$ cat src/rtl/sbm_pkg.sv
package sbm_pkg;

    localparam int unsigned WORD_W  = 32;
    localparam int unsigned BIT_W   = $clog2(WORD_W + 1);
    localparam int unsigned NUM_DEV = 3;
    localparam int unsigned ADDR_W  = 5;

    localparam logic [ADDR_W-1:0] OFS_STAT = 5'd0;
    localparam logic [ADDR_W-1:0] OFS_CTRL = 5'd12;
    localparam logic [ADDR_W-1:0] OFS_DATA = 5'd16;

    typedef enum logic [1:0] {
        KIND_RX  = 2'd0,
        KIND_TX  = 2'd1,
        KIND_XCH = 2'd2,
        KIND_TX2 = 2'd3
    } xfer_kind_e;

    typedef struct packed {
        logic [BIT_W-1:0] nbits;
        logic             drive;
        logic [2:0]       rate;
    } xfer_cfg_t;

    function automatic int unsigned half_cycles(logic [2:0] rate, int unsigned sys_mhz);
        int unsigned s;
        int unsigned h;
        s = (rate > 3'd5) ? 5 : int'(rate);
        h = (sys_mhz / 2) >> s;
        return (h == 0) ? 1 : h;
    endfunction

    function automatic logic [BIT_W-1:0] len_bits(logic [1:0] code);
        return BIT_W'((int'(code) + 1) * 8);
    endfunction

endpackage

$ cat src/rtl/sbm_engine.sv
module sbm_engine
    import sbm_pkg::*;
#(
    parameter int unsigned SYS_MHZ = 64
) (
    input  logic              clk,
    input  logic              rst,
    input  logic              start,
    input  xfer_cfg_t         cfg,
    input  logic [WORD_W-1:0] tx_word,
    input  logic              miso,
    output logic              busy,
    output logic              done_pulse,
    output logic [WORD_W-1:0] rx_word,
    output logic              sclk,
    output logic              mosi
);
    localparam int unsigned HP_W = $clog2(SYS_MHZ / 2 + 1);

    logic              busy_q, done_q, sclk_q, drive_q;
    logic [HP_W-1:0]   cnt_q, hp_q;
    logic [BIT_W-1:0]  bit_q, nb_q;
    logic [WORD_W-1:0] tx_q, rx_q;

    always_ff @(posedge clk) begin
        if (rst) begin
            busy_q  <= 1'b0;
            done_q  <= 1'b0;
            sclk_q  <= 1'b0;
            drive_q <= 1'b0;
            cnt_q   <= '0;
            hp_q    <= '0;
            bit_q   <= '0;
            nb_q    <= '0;
            tx_q    <= '0;
            rx_q    <= '0;
        end else begin
            done_q <= 1'b0;
            if (start && !busy_q) begin
                busy_q  <= 1'b1;
                sclk_q  <= 1'b0;
                cnt_q   <= '0;
                bit_q   <= '0;
                tx_q    <= tx_word;
                rx_q    <= '0;
                hp_q    <= HP_W'(half_cycles(cfg.rate, SYS_MHZ));
                nb_q    <= cfg.nbits;
                drive_q <= cfg.drive;
            end else if (busy_q) begin
                if (cnt_q == hp_q - 1'b1) begin
                    cnt_q <= '0;
                    if (!sclk_q) begin
                        sclk_q <= 1'b1;
                        rx_q   <= {rx_q[WORD_W-2:0], miso};
                    end else begin
                        sclk_q <= 1'b0;
                        tx_q   <= tx_q << 1;
                        if (bit_q == nb_q - 1'b1) begin
                            busy_q <= 1'b0;
                            done_q <= 1'b1;
                        end else begin
                            bit_q <= bit_q + 1'b1;
                        end
                    end
                end else begin
                    cnt_q <= cnt_q + 1'b1;
                end
            end
        end
    end

    assign busy       = busy_q;
    assign done_pulse = done_q;
    assign rx_word    = rx_q;
    assign sclk       = sclk_q;
    assign mosi       = busy_q & drive_q & tx_q[WORD_W-1];

    assert_sclk_idle_R7: assert property (@(posedge clk) disable iff (rst)
        !busy_q |-> !sclk_q);
    assert_mosi_low_phase_R7: assert property (@(posedge clk) disable iff (rst)
        (busy_q && sclk_q) |=> $stable(mosi) || !sclk_q);
    assert_bit_range_R5: assert property (@(posedge clk) disable iff (rst)
        busy_q |-> (bit_q < nb_q));
    assert_done_ends_R8: assert property (@(posedge clk) disable iff (rst)
        done_q |-> !busy_q);

endmodule

$ cat src/rtl/sbm_regs.sv
module sbm_regs
    import sbm_pkg::*;
(
    input  logic               clk,
    input  logic               rst,
    input  logic [ADDR_W-1:0]  bus_addr,
    input  logic               bus_wr,
    input  logic [WORD_W-1:0]  bus_wdata,
    output logic [WORD_W-1:0]  bus_rdata,
    input  logic               busy,
    input  logic               done_pulse,
    input  logic [WORD_W-1:0]  rx_word,
    output logic               start,
    output xfer_cfg_t          cfg,
    output logic [WORD_W-1:0]  tx_word,
    output logic [NUM_DEV-1:0] dev_sel
);
    logic [NUM_DEV-1:0] sel_q;
    logic [2:0]         rate_q;
    logic               done_q, mode_q, capture_q;
    logic [1:0]         len_q;
    xfer_kind_e         kind_q, kind_w;
    logic [WORD_W-1:0]  data_q;
    logic               wr_stat, wr_ctrl, wr_data;
    logic               unused_wbits;

    assign wr_stat = bus_wr && (bus_addr == OFS_STAT);
    assign wr_ctrl = bus_wr && (bus_addr == OFS_CTRL) && !busy;
    assign wr_data = bus_wr && (bus_addr == OFS_DATA) && !busy;
    assign kind_w  = xfer_kind_e'(bus_wdata[3:2]);

    assign start     = wr_ctrl && bus_wdata[0] && !bus_wdata[1];
    assign cfg.nbits = len_bits(bus_wdata[5:4]);
    assign cfg.drive = (kind_w != KIND_RX);
    assign cfg.rate  = rate_q;
    assign tx_word   = data_q;
    assign dev_sel   = sel_q;
    assign unused_wbits = ^{bus_wdata[WORD_W-1:10]};

    always_ff @(posedge clk) begin
        if (rst) begin
            sel_q     <= '0;
            rate_q    <= '0;
            done_q    <= 1'b0;
            mode_q    <= 1'b0;
            len_q     <= '0;
            kind_q    <= KIND_RX;
            capture_q <= 1'b0;
            data_q    <= '0;
        end else begin
            if (wr_stat) begin
                sel_q  <= bus_wdata[9:7];
                rate_q <= bus_wdata[6:4];
                if (bus_wdata[3]) done_q <= 1'b0;
            end
            if (wr_ctrl) begin
                len_q  <= bus_wdata[5:4];
                kind_q <= kind_w;
                mode_q <= bus_wdata[1];
            end
            if (start) capture_q <= (kind_w == KIND_RX) || (kind_w == KIND_XCH);
            if (wr_data) data_q <= bus_wdata;
            if (done_pulse) begin
                done_q <= 1'b1;
                if (capture_q) data_q <= rx_word;
            end
        end
    end

    always_comb begin
        case (bus_addr)
            OFS_STAT: bus_rdata = {22'd0, sel_q, rate_q, done_q, 3'd0};
            OFS_CTRL: bus_rdata = {26'd0, len_q, kind_q, mode_q, busy};
            OFS_DATA: bus_rdata = data_q;
            default:  bus_rdata = '0;
        endcase
    end

    assert_data_hold_R9: assert property (@(posedge clk) disable iff (rst)
        busy |=> $stable(data_q));
    assert_ctrl_hold_R9: assert property (@(posedge clk) disable iff (rst)
        busy |=> ($stable(len_q) && $stable(kind_q) && $stable(mode_q)));
    assert_mode1_idle_R4: assert property (@(posedge clk) disable iff (rst)
        (bus_wr && bus_addr == OFS_CTRL && bus_wdata[1] && !busy) |=> !busy);
    assert_flag_clear_R8: assert property (@(posedge clk) disable iff (rst)
        (wr_stat && bus_wdata[3] && !done_pulse) |=> !done_q);
    assert_flag_sticky_R8: assert property (@(posedge clk) disable iff (rst)
        (done_q && !(wr_stat && bus_wdata[3])) |=> done_q);

endmodule

$ cat src/rtl/sbm_top.sv
module sbm_top
    import sbm_pkg::*;
#(
    parameter int unsigned SYS_MHZ = 64
) (
    input  logic        clk,
    input  logic        rst,
    input  logic [4:0]  bus_addr,
    input  logic        bus_wr,
    input  logic [31:0] bus_wdata,
    output logic [31:0] bus_rdata,
    output logic [2:0]  cs_n,
    output logic        sclk,
    output logic        mosi,
    input  logic        miso
);
    logic               start, busy, done_pulse;
    xfer_cfg_t          cfg;
    logic [WORD_W-1:0]  tx_word, rx_word;
    logic [NUM_DEV-1:0] dev_sel;

    sbm_regs u_regs (
        .clk        (clk),
        .rst        (rst),
        .bus_addr   (bus_addr),
        .bus_wr     (bus_wr),
        .bus_wdata  (bus_wdata),
        .bus_rdata  (bus_rdata),
        .busy       (busy),
        .done_pulse (done_pulse),
        .rx_word    (rx_word),
        .start      (start),
        .cfg        (cfg),
        .tx_word    (tx_word),
        .dev_sel    (dev_sel)
    );

    sbm_engine #(.SYS_MHZ(SYS_MHZ)) u_engine (
        .clk        (clk),
        .rst        (rst),
        .start      (start),
        .cfg        (cfg),
        .tx_word    (tx_word),
        .miso       (miso),
        .busy       (busy),
        .done_pulse (done_pulse),
        .rx_word    (rx_word),
        .sclk       (sclk),
        .mosi       (mosi)
    );

    for (genvar d = 0; d < NUM_DEV; d++) begin : g_cs
        assign cs_n[d] = ~dev_sel[d];
    end

    assert_cs_hold_R2: assert property (@(posedge clk) disable iff (rst)
        (busy && !bus_wr) |=> $stable(cs_n));

endmodule

$ cat config.mk
export PLATFORM = sky130hd
export DESIGN_NAME = sbm_top
export DESIGN_NICKNAME = d
export VERILOG_FILES = /design/src/rtl/sbm_pkg.sv /design/src/rtl/sbm_engine.sv /design/src/rtl/sbm_regs.sv /design/src/rtl/sbm_top.sv
export SDC_FILE = /design/constraint.sdc
export NUM_CORES = 1
export LEC_CHECK = 0
export BUFFER_PORTS_ARGS = -buffer_cell sky130_fd_sc_hd__clkbuf_2
export CAP_MARGIN = 20
export CORE_ASPECT_RATIO = 1.4
export CORE_MARGIN = 4
export CORE_UTILIZATION = 55
export DETAILED_ROUTE_END_ITERATION = 8
export PLACE_DENSITY_LB_ADDON = 0.3
export SYNTH_ARGS = -nofsm -noshare
export SYNTH_HDL_FRONTEND = slang
export SYNTH_SLANG_ARGS = --single-unit
$ cat constraint.sdc
create_clock -name clk -period 3.8 [get_ports clk]
set_input_delay 0.19 -clock clk [delete_from_list [all_inputs] [get_ports clk]]
set_output_delay 0.19 -clock clk [all_outputs]
set_load 0.005 [all_outputs]
==> results of run 1 <==
layout by cell type (no fill, tap or decap), drive strengths merged, types with 7 or more instances in the layout:
master	instances
nand3	52
clkbuf	96
buf	12
a311oi	33
dfxtp	134
mux2i	72
and2	25
nor2	93
clkinv	7
inv	10
nand2	105
o21ai	35
a21oi	28
power groups by stage:
stage / Combinational (uW) / Sequential (uW) / Clock (uW)
floorplan: 55.2 / 1450 / 0
global placement: 93.3 / 1450 / 0
detailed placement: 96.4 / 1450 / 0
CTS: 97.1 / 1420 / 1720
global route: 107 / 1420 / 1800
finish: 98.3 / 1420 / 1710
through the flow:
stage	instance area, um^2	instances	hold WS, ns
after floorplan	5980	706	0.286
after global placement	6400	878	0.436
after detailed placement	6420	879	0.447
after CTS	7040	911	0.0157
after global routing	7060	912	0.0293
final	7060	912	0.0224
per-layer routing:
metal / GRT usage (%) / wire length, um
met5: 0 / 0
met4: 7.12 / 200
met3: 5.15 / 747
met2: 41.4 / 7570
met1: 29.0 / 6010
registers in the layout, indices dropped and copies added, names as in the netlist:
register and count:
u_engine.sclk 1, u_engine.bit_q 6, u_regs.kind_q 2, u_regs.rate_q 3, u_regs.mode_q 1, u_regs.len_q 2, u_engine.rx_word 32, u_regs.capture_q 1
u_engine.tx_q 32, u_engine.hp_q 6, u_regs.tx_word 32, u_engine.done_pulse 1, u_engine.cnt_q 6, u_engine.busy 1, u_regs.dev_sel 3, u_engine.nb_q 3
u_engine.drive_q 1, u_regs.done_q 1
worst paths after layout:
kind,startpoint,endpoint,slack [ns],cells past startpoint
setup / recovery,u_engine.hp_q[0],u_engine.bit_q[5],0.84,8
hold / removal,bus_wdata[9],u_regs.dev_sel[2],0.02,3
setup reg to reg,u_engine.hp_q[0],u_engine.bit_q[5],0.84,8
hold reg to reg,u_regs.len_q[0],u_regs.len_q[0],0.46,2
logic make-up (layout without fill, tap and decap cells):
group	after synthesis	in the layout	share of synthesized area, %
compound gates	111	111	12.0
xor+xnor	11	11	1.84
fa+ha+maj	5	5	1.05
buf+inv	64	132	4.71
flops	134	134	44.9
mux	72	72	12.1
simple gates	309	309	23.5
worst max-delay path, cell delays in order (launching register included):
cell	delay, ns
dfxtp_1	0.41
inv_1	0.07
ha_1	0.20
and2_1	0.19
o21a_1	0.19
o31a_1	0.32
or2_2	0.70
or4_1	0.64
a21oi_1	0.16
layout make-up:
type                       instances  area [um^2]  share of cell area (%)
multi-input combinational        508         3030                    42.9
timing repair buffer              89          508                    7.20
inverter                          11         41.3                   0.585
clock inverter                    13          180                    2.55
tap                              138          173                    2.45
clock buffer                      19          443                    6.27
sequential                       134         2680                    38.0
==> metrics.md, run 1 <==
| Metric | Value |
|---|---|
| Status | finished clean |
| First-pass GRT wire length | 24500 um |
| Final Skew | 0.00935 ns |
| Synth top area cells | dfxtp_1, mux2i_1, nand2_1, nor2_1, a311oi_1 |
| Dpl ws | 0.899 ns |
| Hold WC Path Type | input pin to flip-flop |
| Post-synth EDFFs | 0 |
| Pin count of the biggest net entering global routing | 65 |
| Setup bufs post-CTS | 0 |
| Total GRT Usage | 23.9% |
| CTS H-Tree Depth | 4 |
| Switching share of power | 20.9% |
| Net count after synthesis | 752 |
| Sequential element share of the synthesized area | 44.9% |
| Number of cell rows | 44 |
| Leak | 0.00285 uW |
| Die width | 96.1 um |
| CTS root buf | clkbuf_16 |
| Tmin final | 2.96 ns |
| Synth unique cells | 46 |
| Placer congestion estimate | 0.900 |
| Seq pwr share | 44.0% |
| Filler instances | 854 |
| CTS tree | yes |
| Total power | 3230 uW |
| Max FO, Critical Path | 35 |
| Port-buffer cells | 77 |
| Starting Density | 56.9% |
| Combinational share of power | 3.0% |
| Unrepaired setup endpoints after global routing | no |
| Finish-stage setup viols | 0 |
| Antenna Nets Post-Route | 0 |
| Relative slew slack | 30.9% |
| WS Path Type | flip-flop to flip-flop |
| CP required | 4.14 ns |
| #FFs+latches synth | 134 |
| DRT Pass-1 Iters | 5 |
| Sink Count | 134 |
| Net Sw Power | 675 uW |
| Layout cells sized above 1 | 16.9% |
| CP Capture Type | flip-flop |
| Power Dens Cells | 458 nW/um^2 |
| Worst Tran Pin Value | 1.04 ns |
| Synth area leader | dfxtp_1 |
| Vias in the first global route | 5192 |
| Core area | 10500 um^2 |
| Boundary Pins | 78 |
| P&R area growth vs syn | 18.1% |
| Max Cap Viol | 0 |
| Max Fclk | 338 MHz |
| Final hold vios | 0 |
| Clk network pwr share | 53.0% |
| Worst-path clk slew | 0.06 ns |
| Fin util | 67.1% |
| Warnings from Yosys | 0 |
| Critical path launch point type | flip-flop |
| VDD IR max | 0.391 mV |
| Mean Syn Cell Area | 8.47 um^2 |
| Layout net count | 807 |
| Setup TNS | 0 ns |
| Period utilization | 77.9% |
| Overflow after GRT | 0 |
| Die height | 131 um |
| Initial antenna violation count | 0 |
| Die Footprint | 12600 um^2 |
| Wire length per cell | 15.9 um |
| Worst-Skew Late Latency | 0.41 ns |
| Max Slew Vio Count | 0 |
| Vias per Instance | 5.83 |
| Hold_buf cts | 0 |
| Via Count | 5317 |
| Netlist Area Pre-Place | 5980 um^2 |
| DRC | 0 |
| Synth Instances | 706 |
| CTS Buffer Depth | 2 |
| Total internal power | 2560 uW |
| Arrival @ worst endpoint | 3.30 ns |
| Setup ws final | 0.841 ns |
| Top-count cell post-synth | dfxtp_1 |
| Synth top cells by count | dfxtp_1, nand2_1, nor2_1, mux2i_1, nand3_1 |
| Diode count | 0 |
| Main synth FF type | dfxtp_1 |
| CTS Buf Count | 17 |
| # resized after CTS | 0 |
| DR iter-0 viols | 374 |
| Post-synth ARST share | 0% |
| Top-area cell type share of the netlist area | 44.9% |
| Hpwl dp | 9360 um |
| Final wirelength | 14500 um |
Note: power is estimated with default switching activity, not from simulation.
==> run 2: changes to the inputs <==
- ABC_AREA: unset -> 1
- CORE_UTILIZATION: 55 -> 53
- clock period: 3.8 -> 2.4 ns (I/O delays scaled with it)
==> run 2 against run 1 <==
Register-to-register slack got worse by 0.65 ns. Routed wire length rose by 14%. Flip-flop and latch count did not move. Setup slack got worse by 0.65 ns. First-iteration DRC count rose by 22%. Utilization fell by 4.3 points. Critical path type unchanged. Non-clock buffer count rose by 5.
==> metrics.md, run 2 <==
| Metric | Value |
|---|---|
| Status | finished clean |
| Mean Syn Cell Area | 6.57 um^2 (-22%) |
| Total power | 5110 uW (+58%) |
| Most frequent cells in the layout | nand2_1, inv_1, dfxtp_1 |
| Main synth FF type | dfxtp_1 |
| Pin count of the biggest net entering global routing | 72 (+11%) |
| #FFs+latches synth | 134 (unchanged) |
| VDD IR max | 0.417 mV (+6.7%) |
| DRT Pass-1 Iters | 5 (unchanged) |
| Max Slew Vio Count | 0 (unchanged) |
| Setup bufs post-CTS | 0 (unchanged) |
| Die width | 102 um (+6.6%) |
| Cells after DPL | 1196 (+36%) |
| Worst Tran Pin Value | 0.777 ns (-0.259 ns) |
| Antenna Nets Post-Route | 0 (unchanged) |
| Starting Density | 53.8% (-3.1 points) |
| Relative slew slack | 48.2% (+17 points) |
| Hold_buf cts | 1 (+1) |
| Port-buffer cells | 77 (unchanged) |
| Arrival @ worst endpoint | 2.54 ns (-0.76 ns) |
| Core area | 12300 um^2 (+17%) |
| Top-area cell type share of the netlist area | 40.5% (-4.4 points) |
| Sequential element share of the synthesized area | 40.5% (-4.4 points) |
| Worst-Skew Late Latency | 0.41 ns (about the same) |
| Boundary Pins | 78 (unchanged) |
| Synth unique cells | 37 (-20%) |
| Unrepaired setup endpoints after global routing | no |
| Worst-path clk slew | 0.06 ns (about the same) |
| Storage element area | 2680 um^2 (unchanged) |
| Vias per Instance | 5.25 (-10%) |
| Finish-stage setup viols | 0 (unchanged) |
| Final wirelength | 16500 um (+14%) |
| Post-route cell area | 7730 um^2 (+9.6%) |
| Synth area leader | dfxtp_1 |
| Footprint of the multi-input gates | 3030 um^2 (about the same) |
| DRC | 0 (unchanged) |
| Period utilization | 92.0% (+14 points) |
| Finished Layout Cells | 1229 (+35%) |
| Leak | 0.00354 uW (+24%) |
| Filler instances | 1149 (+35%) |
| Max FO, Critical Path | 32 (-8.6%) |
| Netlist Area Pre-Place | 6620 um^2 (+11%) |
| CP required | 2.74 ns (-1.40 ns) |
| CTS Buf Count | 17 (unchanged) |
| Wire length per cell | 13.5 um (-16%) |
| Top-count cell post-synth | nand2_1 |
| Die Footprint | 14400 um^2 (+14%) |
| # resized after CTS | 0 (unchanged) |
| Diode count | 0 (unchanged) |
| Post-synth ARST share | 0% (unchanged) |
| Layout net count | 1112 (+38%) |
| Number of cell rows | 48 (+9.1%) |
| Worst Path Buf+Inv | 2 (+1) |
| First-pass GRT wire length | 28100 um (+15%) |
| Synth Instances | 1008 (+43%) |
| Net count after synthesis | 1054 (+40%) |
| CTS root buf | clkbuf_16 |
| WS Path Type | flip-flop to flip-flop |
| Power Dens Cells | 661 nW/um^2 (+44%) |
| DR iter-0 viols | 457 (+22%) |
| DP Area | 7100 um^2 (+11%) |
| Via Count | 6449 (+21%) |
| Post-synth EDFFs | 0 (unchanged) |
| Initial antenna violation count | 0 (unchanged) |
| Placer congestion estimate | 0.911 (+1.2%) |
| Die height | 140 um (+6.8%) |
| CTS tree | yes |
| Overflow after GRT | 0 (unchanged) |
| Most used cell, CP | nand2_1 |
| CTS Buffer Depth | 2 (unchanged) |
| P&R area growth vs syn | 16.8% |
| Most common cell after layout, fill and taps aside | nand2_1 |
| Final Skew | 0.00857 ns (-0.000774 ns) |
| Family with the most delay on the worst path | simple AND/OR/NAND/NOR gates |
| Layout cells sized above 1 | 13.0% (-4.0 points) |
| Cell chain of the critical path | inv_1 > ha_1 > nand2_1 > nand2_1 > nor2_1 > and2_4 > nand2_4 > nor2_8 > nand2_2 > nand2_1 > inv_1 > nor2_1 |
| Total GRT Usage | 23.9% (+0.044 points) |
| CP Capture Type | flip-flop |
| Synth top cells by count | nand2_1, inv_1, dfxtp_1, a21oi_1, nor2_1 |
| Hold WC Path Type | input pin to flip-flop |
| Synth top area cells | dfxtp_1, nand2_1, inv_1, a21oi_1, nor2_1 |
| Critical path launch point type | flip-flop |
| Sink Count | 134 (unchanged) |
| Max Cap Viol | 0 (unchanged) |
| Slowest Stage Delay on Critical Path | 0.36 ns (-0.34 ns) |
| Critical path's slowest cell | dfxtp_1 |
| CTS H-Tree Depth | 4 (unchanged) |
| Max Fclk | 453 MHz (+34%) |
| Tmin final | 2.21 ns (-0.752 ns) |
| Setup TNS | 0 ns (unchanged) |
| Hpwl dp | 10800 um (+16%) |
| Vias in the first global route | 6135 (+18%) |
| Warnings from Yosys | 0 (unchanged) |
| Final hold vios | 0 (unchanged) |
-- run 2: cell count changes in the layout (fill, tap and decap cells not counted), moves of 25 or more --
cell,delta
and2_1,-25
o21ai_0,+32
inv_1,+163
mux2i_1,-72
a21oi_1,+85
a311oi_1,-33
nand2_1,+98
-- run 2: cell families (layout without fill, tap and decap cells) --
group                    after synthesis  in the layout  share of synthesized area, %
buffers and inverters                233            304                          13.8
AO/OA/AOI/OAI                        215            215                          16.8
adder cells (fa/ha/maj)                5              5                         0.945
XOR/XNOR                              11             11                          1.46
AND/OR/NAND/NOR                      410            410                          26.5
flip-flops                           134            134                          40.5
-- run 2: layer usage --
layer | part of all wire, % | global-route usage [%] | wire, um | vias to the layer above
li1 | - | - | - | 3276
met1 | 42 | 28.4 | 6910 | 2971
met2 | 52 | 41.9 | 8610 | 162
met3 | 3.5 | 4.04 | 580 | 40
met4 | 2.7 | 9.61 | 444 | 0
met5 | 0 | 0 | 0 | -
-- run 2: per-stage QoR --
stage               hold WS [ns]  setup WS, ns  util, %
global route              0.0345       0.00197     62.8
floorplan                  0.210         0.681        -
finish                    0.0136         0.193     62.8
CTS                      0.00485         0.216     62.8
detailed placement         0.405         0.321     57.7
global placement           0.394         0.369     57.7
-- run 2: final cells by class --
class / instances / share of cell area [%]
inverter: 178 / 8.67
timing repair buffer: 94 / 6.99
multi-input combinational: 641 / 39.2
clock buffer: 25 / 6.54
tap: 150 / 2.43
sequential: 134 / 34.7
clock inverter: 7 / 1.50
-- run 2: worst reg2reg max path: stages, from the launching register on --
cell and delay, ns:
dfxtp_1 0.36, inv_1 0.09, ha_1 0.33, nand2_1 0.08, nand2_1 0.06, nor2_1 0.14
and2_4 0.17, nand2_4 0.08, nor2_8 0.09, nand2_2 0.36, nand2_1 0.22, inv_1 0.07
nor2_1 0.11
-- run 2: path summary, 6_finish.rpt --
| kind | end | cells after the start | startpoint | slack [ns] |
|---|---|---|---|---|
| setup / recovery | u_engine.rx_word[22] | 12 | u_engine.hp_q[0] | 0.19 |
| hold / removal | u_regs.dev_sel[0] | 3 | bus_wdata[7] | 0.01 |
| setup reg to reg | u_engine.rx_word[22] | 12 | u_engine.hp_q[0] | 0.19 |
| hold reg to reg | u_engine.nb_q[4] | 2 | u_engine.nb_q[4] | 0.46 |
-- run 2: report_power, final --
| group | switching, uW | total (uW) | internal (uW) | leakage [uW] |
|---|---|---|---|---|
| clock network | 928 | 2700 | 1770 | 0.000303 |
| registers | 3.21 | 2240 | 2230 | 0.00108 |
| logic | 112 | 173 | 61.0 | 0.00215 |
==> run 3: changes to the inputs <==
- SYNTH_HIERARCHICAL: unset -> 1
==> run 3 against run 2 <==
Cell area grew 2.1%. Flip-flop and latch count grew 3. Via count grew 3.1%. Critical path depth shrank 1. Utilization grew 0.68 points. Clock power shrank 4%. Hold slack gained 0.014 ns. Critical endpoint is now u_engine/tx_q[24]. Largest power group unchanged.
==> metrics.md, run 3 <==
| Metric | Value |
|---|---|
| Status | finished clean |
| Layout cells sized above 1 | 13.5% (+0.49 points) |
| Boundary Pins | 78 (unchanged) |
| Post-synthesis xor/xnor area fraction | 1.77% (+0.32 points) |
| CTS Buffer Depth | 2 (unchanged) |
| Leak | 0.00371 uW (+4.8%) |
| Hpwl dp | 11400 um (+5.7%) |
| Sequential element share of the synthesized area | 40.5% (about the same) |
| Reg-to-reg critical path endpoint | u_engine/tx_q[24] |
| CTS tree | yes |
| Worst-Skew Late Latency | 0.41 ns (about the same) |
| WS Path Type | flip-flop to flip-flop |
| Final Skew | 0.00871 ns (+0.000135 ns) |
| RR Startpoint | u_engine/hp_q[0] |
| Main synth FF type | dfxtp_1 |
| Mean Syn Cell Area | 6.43 um^2 (-2.2%) |
| Finish-stage setup viols | 0 (unchanged) |
| First-pass GRT wire length | 28300 um (+0.91%) |
| CTS root buf | clkbuf_16 |
| R2r setup slk | 0.38 ns (+0.18 ns) |
| Slowest Stage Delay on Critical Path | 0.37 ns (about the same) |
| DP Area | 7240 um^2 (+2.0%) |
| Switching share of power | 23.1% (+2.7 points) |
| Antenna Nets Post-Route | 0 (unchanged) |
| Tmin final | 2.02 ns (-0.182 ns) |
| Worst Tran Pin Value | 0.658 ns (-0.119 ns) |
| Final hold vios | 0 (unchanged) |
| Worst-path clk slew | 0.06 ns (about the same) |
| Max FO, Critical Path | 31 (-3.1%) |
| Netlist Area Pre-Place | 6770 um^2 (+2.3%) |
| Fraction of the mapped netlist area in simple logic gates | 38.3% (+12 points) |
| Most frequent cells in the layout | nand2_1, dfxtp_1, nor2_1 |
| Worst Setup SP | u_engine/hp_q[0] |
| Hold path depth | 5 (+2) |
| Top-count cell post-synth | nand2_1 |
| Unrepaired setup endpoints after global routing | no |
| DRC | 0 (unchanged) |
| Power Dens Cells | 640 nW/um^2 (-3.1%) |
| Arrival @ worst endpoint | 2.36 ns (-0.18 ns) |
| Warnings from Yosys | 6 (+6) |
| Final wirelength | 16800 um (+1.6%) |
| DR iter-0 viols | 460 (+0.66%) |
| CTS H-Tree Depth | 4 (unchanged) |
| Diode count | 0 (unchanged) |
| Clk network pwr share | 51.3% (-1.5 points) |
| Period utilization | 84.4% (-7.6 points) |
| Critical path launch point type | flip-flop |
| #FFs+latches synth | 137 (+2.2%) |
| Layout net count | 1162 (+4.5%) |
| Total internal power | 3890 uW (-4.4%) |
| Multiplexer share of the synthesized area | 0% (unchanged) |
| Synth top cells by count | nand2_1, dfxtp_1, nor2_1, nand3_1, inv_1 |
| Wire length per cell | 13.1 um (-2.4%) |
| Most common cell after layout, fill and taps aside | nand2_1 |
| Die height | 142 um (+1.1%) |
| Total GRT Usage | 23.1% (-0.81 points) |
| Most used cell, CP | nand2_1 |
| Post-synth EDFFs | 0 (unchanged) |
| Vias per Instance | 5.20 (-0.94%) |
| Die Footprint | 14700 um^2 (+2.1%) |
| Critical path's slowest cell | dfxtp_1 |
| Die width | 104 um (+1.0%) |
| Main combinational cell family by area after synthesis | simple AND/OR/NAND/NOR gates |
| Sink Count | 137 (+2.2%) |
| Post-synth ARST share | 0% (unchanged) |
| Max Slew Vio Count | 0 (unchanged) |
| DRT Pass-1 Iters | 5 (unchanged) |
| Initial antenna violation count | 0 (unchanged) |
| CP required | 2.73 ns (about the same) |
| Adder-Cell Fraction of Synth Area | 0.924% (-0.021 points) |
| Max Fclk | 494 MHz (+9.0%) |
| Overflow after GRT | 0 (unchanged) |
| P&R area growth vs syn | 16.6% |
| Top-area cell type share of the netlist area | 40.5% (about the same) |
| Pin count of the biggest net entering global routing | 74 (+2.8%) |
| Number of cell rows | 48 (unchanged) |
| Hold WC Path Type | input pin to flip-flop |
| Compound-gate portion of the synthesized area | 8.81% (-7.9 points) |
| Net Sw Power | 1170 uW (+12%) |
| Vias in the first global route | 6077 (-0.95%) |
| CTS Buf Count | 17 (unchanged) |
| Cell chain of the critical path | inv_2 > ha_1 > xnor2_1 > nor2_1 > nand3_1 > nor2_4 > nand4_4 > nand2_1 > buf_4 > nand2_1 > a21oi_1 |
| Setup TNS | 0 ns (unchanged) |
| Hold Startpoint | bus_wdata[31] |
| CP Capture Type | flip-flop |
| Synth area leader | dfxtp_1 |
| Post-route cell area | 7890 um^2 (+2.1%) |
| Seq pwr share | 45.3% (+1.5 points) |
| Hold Path End | u_regs/tx_word[31] |
| Synth top area cells | dfxtp_1, nand2_1, nand3_1, nor2_1, a21oi_1 |
| Synth unique cells | 34 (-8.1%) |
| Synth Instances | 1054 (+4.6%) |
| VDD IR max | 0.455 mV (+9.2%) |
| Placer congestion estimate | 0.907 (-0.40%) |
| Core area | 12400 um^2 (+0.98%) |
| Combinational share of power | 3.4% (about the same) |
| Port-buffer cells | 77 (unchanged) |
| Starting Density | 54.5% (+0.70 points) |
| Max Cap Viol | 0 (unchanged) |
| Via Count | 6648 (+3.1%) |
| Relative slew slack | 56.1% (+7.9 points) |
| FF-to-FF path depth | 11 (-1) |
run 3: cell types whose count changed in the layout (fill, tap and decap cells not counted), sizes merged, moves of 6 or more:
cell and change:
nor2 +30, inv -70, o21ai -63, nand2 +138, clkbuf -8, nand3 +49
nand4 -8, o22ai -6, a21oi -31
run 3: worst max-delay path: cells and delay by family, from the launching register on:
kind | cells | cell delay (ns)
simple gates | 6 | 0.60
xor+xnor | 1 | 0.13
buf+inv | 2 | 0.37
compound gates | 1 | 0.16
fa+ha+maj | 1 | 0.30
flops | 1 | 0.37
run 3: layout make-up:
| cell class | instances | area, um^2 |
|---|---|---|
| flip-flops and latches | 137 | 2740 |
| clock buffers | 17 | 425 |
| fillers | 1154 | 4540 |
| clock inverters | 15 | 165 |
| well taps | 150 | 188 |
| inverters | 102 | 383 |
| repair buffers | 101 | 606 |
| multi-input cells | 757 | 3380 |
run 3: repair_timing:
item	CTS	global route
endpoints found under the hold margin	6	0
gates resized for setup	0	0
setup buffers	0	0
hold buffers	6	0
run 3: cell families after synthesis:
family	Yosys count
AO/OA/AOI/OAI	114
XOR/XNOR	12
adder cells (fa/ha/maj)	5
buffers and inverters	162
flip-flops	137
other	1
AND/OR/NAND/NOR	623
run 3: through the flow:
stage	total power, uW	hold slack (ns)	utilization (%)	worst slack, ns	std cells
after floorplan	2430	0.255	-	0.437	1056
after global placement	2500	0.358	58.3	0.451	1241
after detailed placement	2500	0.363	58.3	0.413	1241
after CTS	5090	0.00857	63.5	0.365	1279
after global routing	5220	0.0498	63.5	0.174	1279
final	5050	0.0275	63.5	0.375	1279
run 3: worst max path at each step:
stage	to	slack, ns	cells past startpoint
finish	u_engine/tx_q[24]	0.38	11
global route	u_engine/tx_q[24]	0.17	14
CTS	u_engine/tx_q[24]	0.36	11
detailed placement	u_engine/tx_q[12]	0.41	11
global placement	u_engine/done_pulse	0.45	9
floorplan	u_engine/nb_q[4]	0.44	11
run 3: power groups by stage:
stage,sequential [uW],clock (uW),combinational (uW)
5_1_grt,2290,2740,192
3_3_place_gp,2340,0,163
4_1_cts,2290,2640,171
2_1_floorplan,2330,0,95.0
6_report,2290,2590,172
3_5_place_dp,2340,0,164
run 3: metal layers:
metal	global-route usage, %	wire length, um	vias up
li1	-	-	3424
met1	27.6	7220	3054
met2	42.0	8600	146
met3	3.78	647	24
met4	8.33	340	0
met5	0	0	-
